## config.mk

```make
export PLATFORM = sky130hd
export DESIGN_NAME = hires_pwm
export DESIGN_NICKNAME = d
export VERILOG_FILES = /design/src/rtl/hires_pwm_pkg.sv /design/src/rtl/pwm_duty_fifo.sv /design/src/rtl/pwm_duty_clamp.sv /design/src/rtl/pwm_edge_sync.sv /design/src/rtl/pwm_period_timer.sv /design/src/rtl/hires_pwm.sv
export SDC_FILE = /design/constraint.sdc
export NUM_CORES = 1
export LEC_CHECK = 0
export BUFFER_PORTS_ARGS = -buffer_cell sky130_fd_sc_hd__buf_2
export CORE_ASPECT_RATIO = 0.8
export CORE_MARGIN = 10
export CORE_UTILIZATION = 50
export CTS_CLUSTER_DIAMETER = 120
export DETAILED_ROUTE_END_ITERATION = 7
export PLACE_DENSITY_LB_ADDON = 0.2
export SYNTH_ARGS = -nofsm -noshare
export SYNTH_HDL_FRONTEND = slang
export SYNTH_HIERARCHICAL = 1
export SYNTH_SLANG_ARGS = --single-unit
```

## constraint.sdc

```tcl
create_clock -name clk -period 1.4 [get_ports clk]
set_input_delay 0.07 -clock clk [delete_from_list [all_inputs] [get_ports clk]]
set_output_delay 0.07 -clock clk [all_outputs]
set_load 0.02 [all_outputs]
```

## src/rtl/hires_pwm_pkg.sv

```systemverilog
package hires_pwm_pkg;
  // number of flops the returned fine edge passes before it can clear the output
  localparam int unsigned SYNC_LAT = 2;
  // cycles between the registered arm compare and the arm pulse itself
  localparam int unsigned ARM_REG_LAT = 1;
endpackage

```

## src/rtl/pwm_duty_fifo.sv

```systemverilog
module pwm_duty_fifo #(
  parameter int unsigned WIDTH = 16,
  parameter int unsigned DEPTH = 2
) (
  input  logic             clk,
  input  logic             rst_n,
  input  logic             wr_en,
  input  logic [WIDTH-1:0] wr_data,
  input  logic             rd_en,
  output logic [WIDTH-1:0] rd_data,
  output logic             empty,
  output logic             full
);
  localparam int unsigned PW = (DEPTH > 1) ? $clog2(DEPTH) : 1;
  localparam int unsigned CW = $clog2(DEPTH + 1);
  localparam logic [PW-1:0] PLAST = PW'(DEPTH - 1);
  localparam logic [CW-1:0] CFULL = CW'(DEPTH);

  logic [WIDTH-1:0] mem [DEPTH];
  logic [PW-1:0] wr_ptr_q, wr_ptr_d, rd_ptr_q, rd_ptr_d;
  logic [CW-1:0] count_q, count_d;
  logic push, pop;

  assign empty   = (count_q == '0);
  assign full    = (count_q == CFULL);
  assign push    = wr_en && !full;
  assign pop     = rd_en && !empty;
  assign rd_data = mem[rd_ptr_q];

  always_comb begin
    wr_ptr_d = wr_ptr_q;
    rd_ptr_d = rd_ptr_q;
    count_d  = count_q;
    if (push) wr_ptr_d = (wr_ptr_q == PLAST) ? '0 : wr_ptr_q + 1'b1;
    if (pop)  rd_ptr_d = (rd_ptr_q == PLAST) ? '0 : rd_ptr_q + 1'b1;
    case ({push, pop})
      2'b10:   count_d = count_q + 1'b1;
      2'b01:   count_d = count_q - 1'b1;
      default: count_d = count_q;
    endcase
  end

  always_ff @(posedge clk or negedge rst_n) begin
    if (!rst_n) begin
      wr_ptr_q <= '0;
      rd_ptr_q <= '0;
      count_q  <= '0;
    end else begin
      wr_ptr_q <= wr_ptr_d;
      rd_ptr_q <= rd_ptr_d;
      count_q  <= count_d;
    end
  end

  always_ff @(posedge clk) begin
    if (push) mem[wr_ptr_q] <= wr_data;
  end

  // occupancy never exceeds the queue depth
  p_depth_limit_r6: assert property (@(posedge clk) disable iff (!rst_n)
    count_q <= CFULL);
  // a write into a full queue without a read leaves it full
  p_full_hold_r6: assert property (@(posedge clk) disable iff (!rst_n)
    (full && wr_en && !rd_en) |=> (count_q == CFULL));
endmodule

```

## src/rtl/pwm_duty_clamp.sv

```systemverilog
module pwm_duty_clamp #(
  parameter int unsigned WIDTH    = 16,
  parameter int unsigned MIN_WORD = 6400,
  parameter int unsigned MAX_WORD = 57600
) (
  input  logic [WIDTH-1:0] raw,
  output logic [WIDTH-1:0] bounded
);
  localparam logic [WIDTH-1:0] LO = WIDTH'(MIN_WORD);
  localparam logic [WIDTH-1:0] HI = WIDTH'(MAX_WORD);

  always_comb begin
    if (raw < LO)      bounded = LO;
    else if (raw > HI) bounded = HI;
    else               bounded = raw;
  end
endmodule

```

## src/rtl/pwm_edge_sync.sv

```systemverilog
module pwm_edge_sync #(
  parameter int unsigned STAGES = 2
) (
  input  logic clk,
  input  logic rst_n,
  input  logic async_in,
  output logic rise
);
  logic [STAGES:0] sh_q, sh_d;

  always_comb sh_d = {sh_q[STAGES-1:0], async_in};

  always_ff @(posedge clk or negedge rst_n) begin
    if (!rst_n) sh_q <= '0;
    else        sh_q <= sh_d;
  end

  assign rise = sh_q[STAGES-1] && !sh_q[STAGES];
endmodule

```

## src/rtl/pwm_period_timer.sv

```systemverilog
module pwm_period_timer #(
  parameter int unsigned PERIOD_CYC = 1000,
  parameter int unsigned CNT_W      = 10
) (
  input  logic             clk,
  input  logic             rst_n,
  output logic [CNT_W-1:0] cnt,
  output logic             start
);
  localparam logic [CNT_W-1:0] LAST = CNT_W'(PERIOD_CYC - 1);

  logic [CNT_W-1:0] cnt_q, cnt_d;

  always_comb cnt_d = (cnt_q == LAST) ? '0 : cnt_q + 1'b1;

  always_ff @(posedge clk or negedge rst_n) begin
    if (!rst_n) cnt_q <= '0;
    else        cnt_q <= cnt_d;
  end

  assign cnt   = cnt_q;
  assign start = (cnt_q == '0);

  // the count wraps to zero right after the last cycle of a period
  p_wrap_r1: assert property (@(posedge clk) disable iff (!rst_n)
    (cnt_q == LAST) |=> (cnt_q == '0));
endmodule

```

## src/rtl/hires_pwm.sv

```systemverilog
module hires_pwm #(
  parameter int unsigned PERIOD_CYC = 1000,
  parameter int unsigned COARSE_W   = 10,
  parameter int unsigned FINE_W     = 6,
  parameter int unsigned FIFO_DEPTH = 2,
  parameter int unsigned MIN_PCT    = 10,
  parameter int unsigned MAX_PCT    = 90
) (
  input  logic                       clk,
  input  logic                       rst_n,
  input  logic [COARSE_W+FINE_W-1:0] duty_wdata,
  input  logic                       duty_wvalid,
  output logic                       duty_ready,
  output logic [FINE_W-1:0]          phase_code,
  output logic                       fine_arm,
  input  logic                       fine_edge,
  output logic                       pwm_out,
  output logic                       pwm_out_n,
  output logic                       underrun
);
  import hires_pwm_pkg::*;

  localparam int unsigned DUTY_W     = COARSE_W + FINE_W;
  localparam int unsigned MIN_COARSE = PERIOD_CYC * MIN_PCT / 100;
  localparam int unsigned MAX_COARSE = PERIOD_CYC * MAX_PCT / 100;
  localparam int unsigned MIN_WORD   = MIN_COARSE << FINE_W;
  localparam int unsigned MAX_WORD   = MAX_COARSE << FINE_W;
  localparam logic [DUTY_W-1:0]   DEF_WORD = DUTY_W'(MIN_WORD);
  localparam logic [COARSE_W-1:0] ARM_OFS  = COARSE_W'(SYNC_LAT + ARM_REG_LAT);

  // reset: asynchronous assertion, synchronous release
  logic rst_meta_q, rst_sync_q, rst_i;
  always_ff @(posedge clk or negedge rst_n) begin
    if (!rst_n) begin
      rst_meta_q <= 1'b0;
      rst_sync_q <= 1'b0;
    end else begin
      rst_meta_q <= 1'b1;
      rst_sync_q <= rst_meta_q;
    end
  end
  assign rst_i = rst_sync_q;

  // period timing
  logic [COARSE_W-1:0] cnt;
  logic                start;
  pwm_period_timer #(.PERIOD_CYC(PERIOD_CYC), .CNT_W(COARSE_W)) u_timer (
    .clk(clk), .rst_n(rst_i), .cnt(cnt), .start(start)
  );

  // duty queue and clamp
  logic [DUTY_W-1:0] fifo_rdata, clamped;
  logic fifo_empty, fifo_full, fifo_pop;
  pwm_duty_fifo #(.WIDTH(DUTY_W), .DEPTH(FIFO_DEPTH)) u_fifo (
    .clk(clk), .rst_n(rst_i), .wr_en(duty_wvalid), .wr_data(duty_wdata),
    .rd_en(fifo_pop), .rd_data(fifo_rdata), .empty(fifo_empty), .full(fifo_full)
  );
  pwm_duty_clamp #(.WIDTH(DUTY_W), .MIN_WORD(MIN_WORD), .MAX_WORD(MAX_WORD)) u_clamp (
    .raw(fifo_rdata), .bounded(clamped)
  );

  // returned fine edge
  logic edge_rise;
  pwm_edge_sync #(.STAGES(SYNC_LAT)) u_sync (
    .clk(clk), .rst_n(rst_i), .async_in(fine_edge), .rise(edge_rise)
  );

  // output state
  logic [DUTY_W-1:0]   duty_q, duty_d;
  logic [COARSE_W-1:0] coarse;
  logic pwm_q, pwm_d, arm_q, arm_d, under_q, under_d, fall_evt;

  assign coarse   = duty_q[DUTY_W-1:FINE_W];
  assign fall_evt = edge_rise && pwm_q;
  assign fifo_pop = fall_evt;

  always_comb begin
    pwm_d   = pwm_q;
    duty_d  = duty_q;
    under_d = under_q;
    arm_d   = pwm_q && (cnt == coarse - ARM_OFS);
    if (start)         pwm_d = 1'b1;
    else if (fall_evt) pwm_d = 1'b0;
    if (fall_evt) begin
      if (!fifo_empty) duty_d  = clamped;
      else             under_d = 1'b1;
    end
  end

  always_ff @(posedge clk or negedge rst_i) begin
    if (!rst_i) begin
      pwm_q   <= 1'b0;
      arm_q   <= 1'b0;
      under_q <= 1'b0;
      duty_q  <= DEF_WORD;
    end else begin
      pwm_q   <= pwm_d;
      arm_q   <= arm_d;
      under_q <= under_d;
      duty_q  <= duty_d;
    end
  end

  assign pwm_out    = pwm_q;
  assign pwm_out_n  = ~pwm_q;
  assign fine_arm   = arm_q;
  assign phase_code = duty_q[FINE_W-1:0];
  assign underrun   = under_q;
  assign duty_ready = !fifo_full;

  // the start of a period drives the output high
  p_start_sets_r1: assert property (@(posedge clk) disable iff (!rst_i)
    start |=> pwm_q);
  // the arm pulse lasts exactly one cycle
  p_arm_pulse_r10: assert property (@(posedge clk) disable iff (!rst_i)
    arm_q |=> !arm_q);
  // the arm pulse only occurs during the high phase
  p_arm_in_high_r10: assert property (@(posedge clk) disable iff (!rst_i)
    arm_q |-> pwm_q);
  // the applied word stays inside the clamp window
  p_word_range_r4: assert property (@(posedge clk) disable iff (!rst_i)
    (duty_q >= DUTY_W'(MIN_WORD)) && (duty_q <= DUTY_W'(MAX_WORD)));
  // an empty load point keeps the applied word
  p_hold_on_empty_r7: assert property (@(posedge clk) disable iff (!rst_i)
    (fall_evt && fifo_empty) |=> $stable(duty_q));
  // the underrun flag is sticky
  p_underrun_sticky_r7: assert property (@(posedge clk) disable iff (!rst_i)
    under_q |=> under_q);
endmodule

```

# Word level (Yosys, flattened, before mapping)
# Memories as Yosys holds them, arrays and structs flattened.
# Cells that the tools add are included.
# classes
addsub	6
magnitude_cmp	2
n_eq_ne	5
mux	10
bitwise	2
reduce_logical	14
# op_table
cell	n
two-way mux 16 bit	2
greater-than comparator 16 bit, second input constant	1
< comparator 16 x 13 -> 1 bit, second input constant	1
adder 10 x 1 -> 10 bit, second input constant	1
equality test 10 bit	1
equality test 10 bit, second input constant	1
logical NOT 10 bit	1
two-way mux 10 bit	1
subtractor 10 x 2 -> 10 bit, second input constant	1
two-way mux 1 bit	6
logical AND 1 bit	5
equality test 2 bit, second input constant	2
one-hot mux 2 bit (2 select lines)	1
AND reduction 2 bit	2
nonzero test 2 bit	2
logical NOT 1 bit	3
adder 1 bit, second input constant	2
adder 2 x 1 -> 2 bit, second input constant	1
equality test 2 x 1 -> 1 bit, second input constant	1
logical NOT 2 bit	1
inverter 1 bit	2
subtractor 2 x 1 -> 2 bit, second input constant	1
# totals
reg_bits	38
ramBits	32
in_bits	20
out_inout_bits	11
wordCells	51
memories	1
# memory_table
memory	depth	word_bits	read_ports	rd_clocked_by_memory_dff	wr	line_no	text
u_fifo.mem	2	16	1	0	1	pwm_duty_fifo.sv:19	logic [WIDTH-1:0] mem [DEPTH];

# Depth between registers and ports, before layout
# depth
word_depth	6
ltp_mapped	8
mapped_depth_nobuf	7

# Modules after synthesis
# Netlist, hierarchy kept.
# by_module_without_submodules
module	instances	cells_per_inst	area_each_um2	seq_area_each_um2
pwm_duty_fifo	1	68	1402.6	1061.0
hires_pwm	1	96	1141.1	529.3
pwm_period_timer	1	57	551.8	250.2
pwm_duty_clamp	1	32	320.3	0.0
pwm_edge_sync	1	4	88.8	75.1

# Worst setup path before layout
# Ideal clock, no wire load.
# synth_timing
path_type	reg-to-reg
startpoint	register u_fifo.rd_ptr_q
endpoint	register duty_q[1]
setup_time_ps	128
t_arrival_ps	1988
t_required_ps	1272
path_slack_ps	-715
stages_incl_launch_ff	9
n_path_buf	3
period_less_slack_ps	2115
cell_sequence	dfrtp_1 -> buf_6 -> buf_12 -> mux2_4 -> o311a_1 -> nor4_2 -> buf_4 -> nor4b_2 -> mux2_1
# synth_via
elab_chain_len	4
word_cells_on_any_way	5
cone_classes	order compare (2); mux (2); memory (1)
# synth_lines
item	line_no	text
start: declaration	pwm_duty_fifo.sv:20	logic [PW-1:0] wr_ptr_q, wr_ptr_d, rd_ptr_q, rd_ptr_d;
start signal: assignment	pwm_duty_fifo.sv:50	rd_ptr_q <= rd_ptr_d;
memory (2 x 16 bit) *	--	
net fifo_rdata[10]	hires_pwm.sv:52	logic [DUTY_W-1:0] fifo_rdata, clamped;
greater-than comparator 16 bit	pwm_duty_clamp.sv:14	else if (raw > HI) bounded = HI;
two-way mux 16 bit	pwm_duty_clamp.sv:14	
two-way mux 16 bit *	pwm_duty_clamp.sv:13	if (raw < LO) bounded = LO;
net clamped[1]	hires_pwm.sv:52	
end signal: assignment	hires_pwm.sv:100	duty_q <= duty_d;
end: declaration	hires_pwm.sv:69	logic [DUTY_W-1:0] duty_q, duty_d;
# Mark *: on every way through the listed nets, which the timed path passes. The rest lies on a longest branch.
# A chain may end at the register's enable or synchronous reset.

# Final worst setup path
# Ends and elaborated chain as after synthesis.

==> results by group <==
Status
  • Status: finished, violations left
  • Failing checks: negative setup slack

Clock network
  • CTS Sinks: 70
  • Clk root buf: clkbuf_8
  • TritonCTS clock tree: built
  • Clock Pin Slew Worst Setup and Hold Paths: roughly 0.08 ns
  • Number of H-tree levels: 3
  • Worst-Skew Late Latency: between 0.3 and 0.4 ns
  • CTS max path bufs: 2
  • CTS Buf Count: 9

Worst setup path
  • Cell family with most CP delay: multiplexers
  • Crit Path Class: reg -> reg
  • Slowest cell delay on critical path: between 0.4 and 0.5 ns
  • Worst-path fanout max: 6
  • Startpoint types: register
  • WP data arrival: 2.39 ns
  • Cells along the critical path: buf_6, mux2_4, o311a_4, nor4_4, buf_6, nor4b_2, mux2_4
  • CP Buf/Inv Count: 2
  • Critical path capture point type: register
  • CP max stage cell: dfrtp_1
  • Worst EP required: ~1.6 ns

Timing
  • Setup_tns: -9.704 ns
  • Worst slew pin tran: between 0.5 and 0.6 ns
  • Min Clock Period, post-route: between 2 and 2.5 ns
  • Final hold violation count: 0
  • Pins Over Slew Limit: 0
  • Achievable Freq: between 400 and 500 MHz
  • Worst relative slew slack: 61.76%
  • Number of setup violations in the final report: 23
  • Period utilization: 154.2%
  • Min setup slack post-route: -0.7584 ns
  • RSZ-0062 raised after global routing: yes
  • Clock Skew: 0.007757 ns

Yosys
  • Synth Flop Type: dfrtp_1
  • Post-synth ARST share: 54.29%
  • Seq/Total Area, Yosys: a little over half
  • Mapped cell area: roughly 0.0035 mm2
  • Ys Warns: 6
  • Distinct cells, synth: 55
  • Number of enable flip-flop cells after synthesis: 32
  • Number of synthesized register bits: 70
  • Avg Cell Area, Syn: 13.64 um2
  • Mapped Cells: about 260
  • Syn nets: approximately 280

Power
  • Flop pwr share: approximately a third
  • Comb pwr share: between 40 and 50%
  • P per Cell Area: between 1500 and 2000 mW/mm2
  • Switching pwr: 2.934 mW
  • Lkg Pwr: about 2.1 nW
  • Clock share of power: between 10% and 20%
  • Internal power: 5.777 mW
  • IR drop worst, VDD: approximately 1.5 mV
  • Switching share of total power: around 34%

Floorplanning
  • Die Wd: around 110 um
  • Ports: 31
  • Site Rows: 27
  • Area of the core: about 0.0069 mm2
  • Starting Density: 51.10%
  • Die area: between 0.01 and 0.015 mm2
  • Die Height: about 95 um

Finish
  • NumNets Final: about 390
  • Area of the multi-input gates: between 0.0015 and 0.002 mm2
  • Share of cells above drive strength 1: 53.01%
  • Fill cells: roughly 430
  • Seq. cell area: between 0.0015 and 0.002 mm2
  • Area growth syn-to-layout: 40.41%
  • N_diodes: 0
  • Finished Core Util: between 70% and 80%
  • Post-route cell area: about 0.0049 mm2

Routing
  • 1st-pass router iterations: 4
  • Detail Route Antenna Nets: 0
  • DRT iter0 DRCs: between 100 and 150
  • Vias per inst: 5.199
  • DRC viols: 0
  • Wirelength per Cell: roughly 17 um
  • Vias post-DR: between 2,000 and 2,500
  • Total Wirelength: a little under 8 mm

Worst hold path
  • HP Class: in -> async

Place
  • GPL Wtd Cong: 0.7861
  • PortBufs: 30
  • Detailed Place HPWL: approximately 4.8 mm
  • Place WS: -0.8472 ns
  • Placed Area: just over 0.004 mm2

GRT
  • Global route overflow: 0
  • GRT Total Usage: 14.14%
  • Initial antenna violation count: 0
  • Vias in the first global route: between 2,000 and 2,500
  • Largest net degree at the start of global routing: 37
  • First-pass GRT wire length: about 12 mm

Flow run
  • Max Cap Viol: 0
==> registers in the layout, indices dropped and copies added (netlist names) <==
signal           cells
duty_q              16
fine_arm             1
pwm_out              1
rst_i                1
rst_meta_q           1
u_fifo/count_q       2
u_fifo/mem          32
u_fifo/rd_ptr_q      1
u_fifo/wr_ptr_q      1
u_sync/sh_q          3
u_timer/cnt         10
underrun             1
==> area by class of cell <==
| cell class | instances | share of cell area [%] |
|---|---|---|
| tap | 87 | 2.212 |
| clock inverter | 7 | 1.449 |
| sequential | 70 | 39.05 |
| inverter | 6 | 0.4577 |
| timing repair buffer | 109 | 19.32 |
| multi-input combinational | 165 | 34.99 |
| clock buffer | 9 | 2.517 |
==> worst reg2reg max path: stages, from the launching register on <==
cell     delay [ns]
dfrtp_1        0.42
buf_6          0.15
mux2_4         0.33
o311a_4        0.39
nor4_4         0.21
buf_6          0.21
nor4b_2        0.06
mux2_4         0.28
==> metal layers <==
metal  vias to the layer above  global-route usage, %  part of all wire, %
li1                       1142                      -                    -
met1                      1141                  18.49                   46
met2                        60                  21.76                   47
met3                        12                  5.006                  5.3
met4                         0                  4.008                  1.4
met5                         -                      0                    0
==> placed cells by master, fill, tap and decap left out, types with 4 or more instances in the layout <==
master         instances
buf_12                 6
nor4_4                 5
nor4b_2                8
a21oi_1                5
or3_1                  4
xor2_1                 8
mux2_2                 8
nor2_1                 8
buf_2                 30
xnor2_1               13
nand2_1               11
o21ai_0                4
inv_1                  6
buf_6                 12
clkbuf_8               9
edfxtp_1              32
dfrtp_2                5
nand3_1                5
dlygate4sd3_1         18
mux2_4                23
dfrtp_1               30
buf_4                 41
==> repair_timing <==
action,CTS,global route
hold buffers,18,0
resized for setup,17,43
buffers inserted,2,7
pin swaps,7,9
cloned,2,2
endpoints found under the hold margin,35,0
endpoints found under the setup margin,27,42
==> cell usage after synthesis, types with 2 or more instances <==
master,number,share of area (%)
nand3_1,5,0.71
or4_1,3,0.64
edfxtp_1,32,27
nor2_1,12,1.3
xor2_1,8,2.0
inv_1,6,0.64
nor2b_1,2,0.36
nor4b_2,10,4.3
buf_4,8,1.7
nand2_1,15,1.6
o21bai_1,2,0.43
xnor2_1,14,3.5
buf_6,2,0.64
nand4_1,3,0.54
nor4_1,4,0.71
nand2b_1,2,0.36
nor4_4,3,1.8
clkbuf_1,5,0.54
mux2_1,8,2.6
nor3_1,3,0.43
ha_1,4,1.4
mux2_4,9,3.9
nor3b_1,2,0.43
mux2_2,15,4.8
a21oi_1,7,1.0
dfstp_2,3,2.2
and2_1,2,0.36
o21ai_0,4,0.57
dfrtp_1,35,25
or3_1,4,0.71
==> cell families after synthesis <==
kind of cell / after synthesis / synth area share (%)
AO/OA/AOI/OAI: 22 / 4.534
other: 1 / 0.1070
XOR/XNOR: 23 / 6.284
adder cells (fa/ha/maj): 4 / 1.428
multiplexers: 33 / 11.53
flip-flops: 70 / 54.66
buffers and inverters: 23 / 4.248
AND/OR/NAND/NOR: 81 / 17.21
==> power by group through the flow <==
stage | sequential, mW | combinational, mW | clock (mW)
2_1_floorplan | 2.97 | 2.38 | 0
3_3_place_gp | 2.95 | 3.28 | 0
3_5_place_dp | 2.96 | 3.34 | 0
4_1_cts | 2.94 | 3.59 | 1.65
5_1_grt | 3.00 | 4.41 | 1.75
6_report | 2.96 | 4.14 | 1.62
==> final timing paths <==
| path | start | end | slack, ns | cells past startpoint |
|---|---|---|---|---|
| max | u_fifo/rd_ptr_q | duty_q[1] | -0.76 | 7 |
| min | rst_n | rst_meta_q | 0.02 | 2 |
| max reg2reg | u_fifo/rd_ptr_q | duty_q[1] | -0.76 | 7 |
| min reg2reg | rst_i | u_sync/sh_q[1] | 0.23 | 1 |
| max in group asynchronous | rst_i | duty_q[12] | 0.91 | 1 |
| min in group clk | duty_wvalid | u_fifo/wr_ptr_q | 0.10 | 4 |
==> per-stage QoR <==
stage | instances | power (mW) | hold slack [ns]
4_1_cts | 444 | 8.184 | 0.01643
6_report | 453 | 8.711 | 0.02376
3_3_place_gp | 406 | 6.233 | -0.1448
2_1_floorplan | 257 | 5.353 | -0.2256
5_1_grt | 453 | 9.159 | 0.005112
3_5_place_dp | 406 | 6.302 | -0.1443
(Power assumes the default switching activity.)
